`config.mk`:
```
export PLATFORM = sky130hd
export DESIGN_NAME = clk_mode_seq
export DESIGN_NICKNAME = d
export VERILOG_FILES = /design/src/rtl/cms_pkg.sv /design/src/rtl/cms_down_cnt.sv /design/src/rtl/cms_bus_port.sv /design/src/rtl/cms_fsm.sv /design/src/rtl/clk_mode_seq.sv
export SDC_FILE = /design/constraint.sdc
export NUM_CORES = 1
export LEC_CHECK = 0
export BUFFER_PORTS_ARGS = -buffer_cell sky130_fd_sc_hd__buf_4
export CORE_UTILIZATION = 45
export CTS_CLUSTER_DIAMETER = 50
export DETAILED_ROUTE_END_ITERATION = 8
export PLACE_DENSITY = 0.73
export SLEW_MARGIN = 15
export SYNTH_ARGS = -nofsm -noshare
export SYNTH_HDL_FRONTEND = slang
export SYNTH_SLANG_ARGS = --single-unit
```
`constraint.sdc`:
```
create_clock -name clk -period 2.1 [get_ports clk]
set_input_delay 0.105 -clock clk [delete_from_list [all_inputs] [get_ports clk]]
set_output_delay 0.105 -clock clk [all_outputs]
set_load 0.01 [all_outputs]
```
`src/rtl/cms_pkg.sv`:
```
package cms_pkg;
  typedef enum logic [3:0] {
    S_IDLE, S_RD_CTL, S_SR_ON, S_POLL_ON, S_WR_MODE, S_WR_EN,
    S_SETTLE, S_SR_OFF, S_POLL_OFF, S_DONE, S_ABORT
  } cms_state_e;

  localparam logic [11:0] OFS_CTL    = 12'h000;
  localparam logic [11:0] OFS_SWMODE = 12'h008;
  localparam logic [11:0] OFS_STAT   = 12'h028;
  localparam logic [11:0] OFS_REFCTL = 12'h030;
  localparam int MODE_LSB = 24;
  localparam int EN_BIT   = 31;
endpackage

```
`src/rtl/cms_down_cnt.sv`:
```
module cms_down_cnt #(
  parameter int W = 8
) (
  input  logic         clk,
  input  logic         rst_n,
  input  logic         load_i,
  input  logic [W-1:0] load_val_i,
  input  logic         dec_i,
  output logic         zero_o
);
  logic [W-1:0] cnt_q, cnt_d;
  logic         cnt_en;

  always_comb begin
    cnt_en = load_i | dec_i;
    cnt_d  = load_i ? load_val_i : cnt_q - W'(1);
  end

  always_ff @(posedge clk or negedge rst_n) begin
    if (!rst_n)      cnt_q <= '0;
    else if (cnt_en) cnt_q <= cnt_d;
  end

  assign zero_o = (cnt_q == '0);
endmodule

```
`src/rtl/cms_bus_port.sv`:
```
module cms_bus_port #(
  parameter int AW = 32,
  parameter int DW = 32
) (
  input  logic          clk,
  input  logic          rst_n,
  input  logic          issue_i,
  input  logic          cmd_we_i,
  input  logic [AW-1:0] cmd_addr_i,
  input  logic [DW-1:0] cmd_wdata_i,
  output logic          rsp_o,
  output logic [DW-1:0] rsp_data_o,
  output logic          req_o,
  output logic          we_o,
  output logic [AW-1:0] addr_o,
  output logic [DW-1:0] wdata_o,
  input  logic          ack_i,
  input  logic [DW-1:0] rdata_i
);
  logic req_q, we_q, rsp_q;
  logic [AW-1:0] addr_q;
  logic [DW-1:0] wdata_q, rdat_q;
  logic fire;

  assign fire = req_q & ack_i;

  always_ff @(posedge clk or negedge rst_n) begin
    if (!rst_n) begin
      req_q <= 1'b0;
      rsp_q <= 1'b0;
    end else begin
      rsp_q <= fire;
      if (issue_i)   req_q <= 1'b1;
      else if (fire) req_q <= 1'b0;
    end
  end

  always_ff @(posedge clk or negedge rst_n) begin
    if (!rst_n) begin
      we_q    <= 1'b0;
      addr_q  <= '0;
      wdata_q <= '0;
    end else if (issue_i) begin
      we_q    <= cmd_we_i;
      addr_q  <= cmd_addr_i;
      wdata_q <= cmd_wdata_i;
    end
  end

  always_ff @(posedge clk or negedge rst_n) begin
    if (!rst_n)    rdat_q <= '0;
    else if (fire) rdat_q <= rdata_i;
  end

  assign req_o      = req_q;
  assign we_o       = we_q;
  assign addr_o     = addr_q;
  assign wdata_o    = wdata_q;
  assign rsp_o      = rsp_q;
  assign rsp_data_o = rdat_q;
endmodule

```
`src/rtl/cms_fsm.sv`:
```
module cms_fsm
  import cms_pkg::*;
#(
  parameter int             AW       = 32,
  parameter int             DW       = 32,
  parameter int             MW       = 4,
  parameter logic [AW-1:0]  SDC_BASE = '0,
  parameter logic [AW-1:0]  CKC_BASE = '0
) (
  input  logic          clk,
  input  logic          rst_n,
  input  logic          start_i,
  input  logic [MW-1:0] mode_i,
  input  logic          rsp_i,
  input  logic [DW-1:0] rsp_data_i,
  output logic          issue_o,
  output logic          cmd_we_o,
  output logic [AW-1:0] cmd_addr_o,
  output logic [DW-1:0] cmd_wdata_o,
  output logic          s_load_o,
  output logic          s_dec_o,
  input  logic          s_zero_i,
  output logic          p_load_o,
  output logic          p_dec_o,
  input  logic          p_zero_i,
  output logic          busy_o,
  output logic          done_o,
  output logic          err_o
);
  localparam logic [AW-1:0] A_CTL    = CKC_BASE + AW'(OFS_CTL);
  localparam logic [AW-1:0] A_SWMODE = CKC_BASE + AW'(OFS_SWMODE);
  localparam logic [AW-1:0] A_STAT   = SDC_BASE + AW'(OFS_STAT);
  localparam logic [AW-1:0] A_REFCTL = SDC_BASE + AW'(OFS_REFCTL);
  localparam logic [DW-1:0] EN_MASK  = DW'(1) << EN_BIT;

  cms_state_e st_q, st_d;
  logic          pend_q, pend_d;
  logic          err_q, err_d;
  logic [MW-1:0] mode_q;
  logic [DW-1:0] ctl_q;
  logic          acc, mode_en, ctl_en, set_err, clr_err;

  always_comb begin
    st_d        = st_q;
    acc         = 1'b0;
    cmd_we_o    = 1'b0;
    cmd_addr_o  = '0;
    cmd_wdata_o = '0;
    mode_en     = 1'b0;
    ctl_en      = 1'b0;
    set_err     = 1'b0;
    clr_err     = 1'b0;
    s_load_o    = 1'b0;
    s_dec_o     = 1'b0;
    p_load_o    = 1'b0;
    p_dec_o     = 1'b0;
    unique case (st_q)
      S_IDLE: if (start_i) begin
        st_d    = S_RD_CTL;
        mode_en = 1'b1;
        clr_err = 1'b1;
      end
      S_RD_CTL: begin
        acc = 1'b1; cmd_addr_o = A_CTL;
        if (rsp_i) begin ctl_en = 1'b1; st_d = S_SR_ON; end
      end
      S_SR_ON: begin
        acc = 1'b1; cmd_we_o = 1'b1; cmd_addr_o = A_REFCTL; cmd_wdata_o = DW'(1);
        if (rsp_i) begin st_d = S_POLL_ON; p_load_o = 1'b1; end
      end
      S_POLL_ON: begin
        acc = 1'b1; cmd_addr_o = A_STAT;
        if (rsp_i) begin
          if (rsp_data_i[0])  st_d = S_WR_MODE;
          else if (p_zero_i) begin st_d = S_ABORT; set_err = 1'b1; end
          else                p_dec_o = 1'b1;
        end
      end
      S_WR_MODE: begin
        acc = 1'b1; cmd_we_o = 1'b1; cmd_addr_o = A_SWMODE;
        cmd_wdata_o = DW'(mode_q) << MODE_LSB;
        if (rsp_i) st_d = S_WR_EN;
      end
      S_WR_EN: begin
        acc = 1'b1; cmd_we_o = 1'b1; cmd_addr_o = A_CTL;
        cmd_wdata_o = ctl_q | EN_MASK;
        if (rsp_i) begin st_d = S_SETTLE; s_load_o = 1'b1; end
      end
      S_SETTLE: begin
        if (s_zero_i) st_d = S_SR_OFF;
        else          s_dec_o = 1'b1;
      end
      S_SR_OFF: begin
        acc = 1'b1; cmd_we_o = 1'b1; cmd_addr_o = A_REFCTL;
        if (rsp_i) begin st_d = S_POLL_OFF; p_load_o = 1'b1; end
      end
      S_POLL_OFF: begin
        acc = 1'b1; cmd_addr_o = A_STAT;
        if (rsp_i) begin
          if (!rsp_data_i[0]) st_d = S_DONE;
          else if (p_zero_i)  begin st_d = S_IDLE; set_err = 1'b1; end
          else                p_dec_o = 1'b1;
        end
      end
      S_DONE: st_d = S_IDLE;
      S_ABORT: begin
        acc = 1'b1; cmd_we_o = 1'b1; cmd_addr_o = A_REFCTL;
        if (rsp_i) st_d = S_IDLE;
      end
      default: st_d = S_IDLE;
    endcase
    issue_o = acc & ~pend_q;
    pend_d  = issue_o ? 1'b1 : (rsp_i ? 1'b0 : pend_q);
    err_d   = clr_err ? 1'b0 : (set_err ? 1'b1 : err_q);
  end

  always_ff @(posedge clk or negedge rst_n) begin
    if (!rst_n) begin
      st_q   <= S_IDLE;
      pend_q <= 1'b0;
      err_q  <= 1'b0;
    end else begin
      st_q   <= st_d;
      pend_q <= pend_d;
      err_q  <= err_d;
    end
  end

  always_ff @(posedge clk or negedge rst_n) begin
    if (!rst_n)       mode_q <= '0;
    else if (mode_en) mode_q <= mode_i;
  end

  always_ff @(posedge clk or negedge rst_n) begin
    if (!rst_n)      ctl_q <= '0;
    else if (ctl_en) ctl_q <= rsp_data_i;
  end

  assign busy_o = (st_q != S_IDLE);
  assign done_o = (st_q == S_DONE);
  assign err_o  = err_q;
endmodule

```
`src/rtl/clk_mode_seq.sv`:
```
module clk_mode_seq #(
  parameter int            AW            = 32,
  parameter int            DW            = 32,
  parameter int            MW            = 4,
  parameter int            SETTLE_CYCLES = 256,
  parameter int            POLL_LIMIT    = 16,
  parameter logic [AW-1:0] SDC_BASE      = 32'h4000_0000,
  parameter logic [AW-1:0] CKC_BASE      = 32'h4000_1000
) (
  input  logic          clk,
  input  logic          rst_n,
  input  logic          start_i,
  input  logic [MW-1:0] mode_i,
  output logic          busy_o,
  output logic          done_o,
  output logic          err_o,
  output logic          req_o,
  output logic          we_o,
  output logic [AW-1:0] addr_o,
  output logic [DW-1:0] wdata_o,
  input  logic          ack_i,
  input  logic [DW-1:0] rdata_i
);
  localparam int SW = $clog2(SETTLE_CYCLES + 1);
  localparam int PW = $clog2(POLL_LIMIT + 1);

  logic          issue, cmd_we, rsp;
  logic [AW-1:0] cmd_addr;
  logic [DW-1:0] cmd_wdata, rsp_data;
  logic          s_load, s_dec, s_zero, p_load, p_dec, p_zero;

  cms_fsm #(
    .AW(AW), .DW(DW), .MW(MW), .SDC_BASE(SDC_BASE), .CKC_BASE(CKC_BASE)
  ) fsm_i (
    .clk(clk), .rst_n(rst_n), .start_i(start_i), .mode_i(mode_i),
    .rsp_i(rsp), .rsp_data_i(rsp_data),
    .issue_o(issue), .cmd_we_o(cmd_we), .cmd_addr_o(cmd_addr), .cmd_wdata_o(cmd_wdata),
    .s_load_o(s_load), .s_dec_o(s_dec), .s_zero_i(s_zero),
    .p_load_o(p_load), .p_dec_o(p_dec), .p_zero_i(p_zero),
    .busy_o(busy_o), .done_o(done_o), .err_o(err_o)
  );

  cms_bus_port #(.AW(AW), .DW(DW)) bus_i (
    .clk(clk), .rst_n(rst_n), .issue_i(issue), .cmd_we_i(cmd_we),
    .cmd_addr_i(cmd_addr), .cmd_wdata_i(cmd_wdata),
    .rsp_o(rsp), .rsp_data_o(rsp_data),
    .req_o(req_o), .we_o(we_o), .addr_o(addr_o), .wdata_o(wdata_o),
    .ack_i(ack_i), .rdata_i(rdata_i)
  );

  cms_down_cnt #(.W(SW)) settle_cnt_i (
    .clk(clk), .rst_n(rst_n), .load_i(s_load),
    .load_val_i(SW'(SETTLE_CYCLES - 1)), .dec_i(s_dec), .zero_o(s_zero)
  );

  cms_down_cnt #(.W(PW)) poll_cnt_i (
    .clk(clk), .rst_n(rst_n), .load_i(p_load),
    .load_val_i(PW'(POLL_LIMIT - 1)), .dec_i(p_dec), .zero_o(p_zero)
  );
endmodule

```
# Word level (Yosys, flattened, before mapping)
# Index checks and enable logic that the tools add are counted.
# classes
n_addsub,2
n_eq_ne,22
muxes,47
n_bitwise,5
n_reduce_logical,14
# ops
op,count
$pmux 31 s4,1
$pmux 32 s3,1
$mux 4,14
$pmux 4 s10,1
$mux 1,26
$ne 2x1->1 const B,9
$eq 4x3->1 const B,4
$eq 4x4->1 const B,3
$reduce_and 12->1,1
$logic_not 9->1,1
$mux 9,1
$sub 9x1->9 const B,1
$eq 4x2->1 const B,2
$reduce_or 8->1,1
$reduce_bool 2->1,3
$reduce_or 2->1,3
$logic_not 5->1,1
$mux 5,1
$reduce_or 5->1,1
$sub 5x1->5 const B,1
$eq 4x1->1 const B,1
$logic_not 4->1,1
$pmux 1 s2,2
$reduce_bool 4->1,1
7 further kinds,9
# word_totals
reg_bits,153
inputBits,40
output_inout_bits,69

# Logic depth before layout (Yosys ltp)
# logic_depth
depth_word,7
depth_mapped,7
mapped_depth_nobuf,7

# Modules after synthesis
# Synthesis repeated with hierarchy kept, for this count alone.
# hier_totals
hier_cells,520
hier_area_um2,7035.5
# by_module_without_submodules
module,n_inst,cells_per_inst,area_each_um2,seq_area_each_um2
cms_bus_port,1,210,3837.4,2477.4
cms_fsm,1,224,2398.6,1026.0
cms_down_cnt (settle_cnt_i),1,56,504.2,225.2
cms_down_cnt (poll_cnt_i),1,28,287.8,125.1
clk_mode_seq,1,2,7.5,0.0

# Worst setup path before layout
# OpenSTA, ideal clock, no wires.
# synth_path
path_kind,flip-flop to flip-flop
startpoint,register settle_cnt_i.cnt_q[0]
endpoint,register settle_cnt_i.cnt_q[2]
setup_time_ns,0.132
arrival_ns,1.666
slack_ns,0.302
path_stages_with_launch,8
n_path_buf,0
path_cell_list,dfrtp_1 inv_1 ha_1 or3b_2 o31ai_4 nor2_1 xnor2_1 nand2_1
# synth_via
elab_chain_len,4
word_cells_on_any_way,6
classes_between,add/sub (1); mux (3); bitwise (1); reduce/logical (1)
# synth_rtl
element,line,rtl
"start, declared",cms_down_cnt.sv:11,"logic [W-1:0] cnt_q, cnt_d;"
"start signal, assigned",cms_down_cnt.sv:21,else if (cnt_en) cnt_q <= cnt_d;
"parallel branches: the longest is 4 deep, another holds $sub 9x1->9",-,
# Parallel ways; which one is timed is not known.
# A chain may end at the register's enable or synchronous reset.

# Worst setup path after layout
# Same ends and word-level chain as after synthesis.

==> key figures <==
Route
  • DR iter-0 viols: 263
  • Drt via density: 5.31
  • Routed Antenna Nets: 0
  • Drt pass-1 iters: 8
  • Wirelength per Cell: 15.8 microns
  • WL final: 11,400 microns
  • Drc violations: 9
  • Vias: 3,818

Synth
  • EDFF count, synth: 0
  • Largest cells by area after synthesis: dfrtp_1 (58%), mux2_2 (14%), a22o_1 (4.4%)
  • Primary FF master, synth: dfrtp_1
  • Sequential share of the synthesized area: 0.581
  • Share of the synthesized area in the top cell type: 0.581
  • Synth unique cells: 51
  • Most common library cells after synthesis: dfrtp_1 (126), mux2_2 (66), a22o_1 (27), buf_4 (27), nor2_1 (24)
  • Cell Area, Synth: 5430 sq um
  • Synthesized area per cell: 12.5 sq um
  • Synth Register Bits: 126
  • Synth Instances: 433
  • Yosys top cell by area: dfrtp_1
  • Count leader, synth: dfrtp_1
  • Async set-reset flop share out of synthesis: 1.00
  • Warnings, synthesis: 0

Timing
  • Final TNS setup: 0 ns
  • Worst slew margin relative to its limit: 0.641
  • Slew @ Worst Pin: 0.538 ns
  • Final hold violations: 0
  • Setup Viol. Count Final: 0
  • Fmax: 511 MHz
  • Final hold slack: 0.229 ns
  • Unrepaired setup endpoints after global routing: false
  • Final Cycle Share: 0.931
  • Clock Skew: 0.00795 ns
  • Post-route setup slack: 0.144 ns
  • Minimum clock period: 1.96 ns
  • Max-slew violations: 0

Clock network
  • CTS clock-pin slew for the worst setup and hold paths: 0.06 ns
  • CTS root buffer: clkbuf_16
  • Latest clock arrival within the worst-skew pair: 0.41 ns
  • Setup Fix Bufs, Post-CTS: 0
  • Inserted Clock Buffers: 17
  • H-tree Lvls: 4
  • CTS-repair resized insts: 0
  • Max Buffers Root-to-Sink: 2
  • Clock net sink count: 126
  • CTS tree: done

Floorplanning
  • Die Wd: 112 microns
  • Ports: 109
  • Initial Util: 0.468
  • Num rows: 39
  • Die area: 12,500 sq um
  • Die H: 112 microns
  • Core box area: 11,600 sq um

Outcome
  • Status: finished, violations left
  • Failing checks: design-rule violations

Layout
  • Final core utilization: 0.613
  • Fraction of layout cells with a size suffix above 1: 0.358
  • Storage element area: 3150 sq um
  • Multi-input combinational cell area: 2040 sq um
  • # diodes: 0
  • Fin nets: 605
  • Area Growth Syn to Fin: 31.1%
  • Fillers: 885

Power
  • Power per cell area: 1380 nW/um^2
  • Max IR drop VDD: 0.000710 V
  • P_leak: 3.36 nW

Critical path
  • Reg2reg path depth: 7
  • WS Path Type: reg2reg
  • Startpoint types: register
  • R2r endpoint: settle_cnt_i.cnt_q[2]$_DFFE_PN0P_
  • Req. time, crit path: 2.38 ns
  • Crit path DAT: 2.23 ns
  • Worst R2R Setup Slack: 0.14 ns
  • Crit. End Element: register
  • Crit path max fanout: 7
  • Reg2reg start: settle_cnt_i.cnt_q[0]$_DFFE_PN0P_

Placement
  • I/O Buffers: 80
  • GP Congestion: 0.866
  • Post-DP HPWL: 7160 microns
  • Worst slack at placement: 0.148 ns

Global routing
  • Met2 usage: 0.320
  • Layer with the highest usage: met2
  • Largest net degree at the start of global routing: 50
  • First-pass GRT wire length: 19,100 microns
  • Vias in the first global route: 3,941
  • Total gr overflow: 0
  • Initial antenna violation count: 0
  • GR Util met3: 0.0593
  • Met1 Resource Use GR: 0.242
  • Global Route Usage Sum: 0.196

Flow run
  • Maxcap violations: 0

Min path
  • Worst hold path class: in2async
==> routing by layer <==
layer,share of wire,vias to the layer above
met5,0,-
met1,0.42,1894
li1,-,1750
met3,0.062,28
met4,0.022,0
met2,0.49,146
==> critical path, cell delays in order, from the launching register on <==
cell,delay [ns]
dfrtp_1,0.37
inv_1,0.09
ha_1,0.19
or3b_2,0.52
o31ai_4,0.34
nor2_1,0.09
xnor2_1,0.15
nand2_1,0.07
==> sequential cells by signal, summed over array words and instances (netlist names), 4 cells and up <==
signal / flops
bus_i.rsp_data_o: 31
fsm_i.ctl_q: 31
bus_i.wdata_o: 32
fsm_i.mode_q: 4
bus_i.addr_o: 5
fsm_i.st_q: 4
poll_cnt_i.cnt_q: 5
settle_cnt_i.cnt_q: 9
==> power breakdown <==
part	leakage, nW	switching [mW]	internal [mW]	total (mW)
registers	1.58	0.617	3.35	3.97
clock network	0.275	1.09	1.69	2.78
logic	1.51	1.52	1.55	3.07
==> cell usage in the layout (no fill, tap or decap), types with 7 or more instances in the layout <==
| cell | count |
|---|---|
| a21oi_1 | 10 |
| a22o_1 | 27 |
| a31oi_1 | 7 |
| buf_4 | 95 |
| clkbuf_16 | 17 |
| conb_1 | 27 |
| dfrtp_1 | 126 |
| dlygate4sd3_1 | 38 |
| inv_1 | 12 |
| mux2_2 | 66 |
| nand2_1 | 23 |
| nand2b_1 | 7 |
| nor2_1 | 24 |
| nor3_1 | 8 |
| o21ai_0 | 10 |
| xnor2_1 | 8 |
==> layout make-up <==
| class | instances | share of cell area |
|---|---|---|
| repair buffers | 135 | 0.159 |
| inverters | 12 | 0.00633 |
| clock buffers | 19 | 0.0636 |
| multi-input cells | 271 | 0.287 |
| flip-flops and latches | 126 | 0.443 |
| clock inverters | 13 | 0.0163 |
| well taps | 143 | 0.0251 |
==> cells by family after synthesis <==
| logic type | synth area share |
|---|---|
| AO/OA/AOI/OAI | 0.121 |
| XOR/XNOR | 0.0145 |
| adder cells (fa/ha/maj) | 0.00461 |
| buffers and inverters | 0.0636 |
| flip-flops | 0.581 |
| multiplexers | 0.141 |
| other | 0.000690 |
| AND/OR/NAND/NOR | 0.0742 |
==> worst max-delay path by stage <==
stage                                              to  cells after the start                              start  slack, ns
finish              settle_cnt_i.cnt_q[2]$_DFFE_PN0P_                      7  settle_cnt_i.cnt_q[0]$_DFFE_PN0P_       0.14
global route        settle_cnt_i.cnt_q[2]$_DFFE_PN0P_                      7  settle_cnt_i.cnt_q[0]$_DFFE_PN0P_       0.01
CTS                 settle_cnt_i.cnt_q[2]$_DFFE_PN0P_                      7  settle_cnt_i.cnt_q[0]$_DFFE_PN0P_       0.13
detailed placement  settle_cnt_i.cnt_q[2]$_DFFE_PN0P_                      7  settle_cnt_i.cnt_q[0]$_DFFE_PN0P_       0.15
global placement    settle_cnt_i.cnt_q[2]$_DFFE_PN0P_                      7  settle_cnt_i.cnt_q[0]$_DFFE_PN0P_       0.19
floorplan           settle_cnt_i.cnt_q[2]$_DFFE_PN0P_                      7  settle_cnt_i.cnt_q[0]$_DFFE_PN0P_       0.30
==> repair_timing <==
| item | in CTS | in global routing |
|---|---|---|
| hold buffers | 38 | 0 |
| endpoints found under the setup margin | 0 | 0 |
| endpoints found under the hold margin | 75 | 0 |
==> metrics by stage <==
step | instances | total power [mW] | area (sq um)
2_1_floorplan | 459 | 6.02 | 5530
3_3_place_gp | 649 | 6.80 | 6170
3_5_place_dp | 649 | 6.99 | 6170
4_1_cts | 719 | 9.85 | 7120
5_1_grt | 719 | 10.4 | 7120
6_report | 719 | 9.81 | 7120
Power figures use the tool's default switching activity.
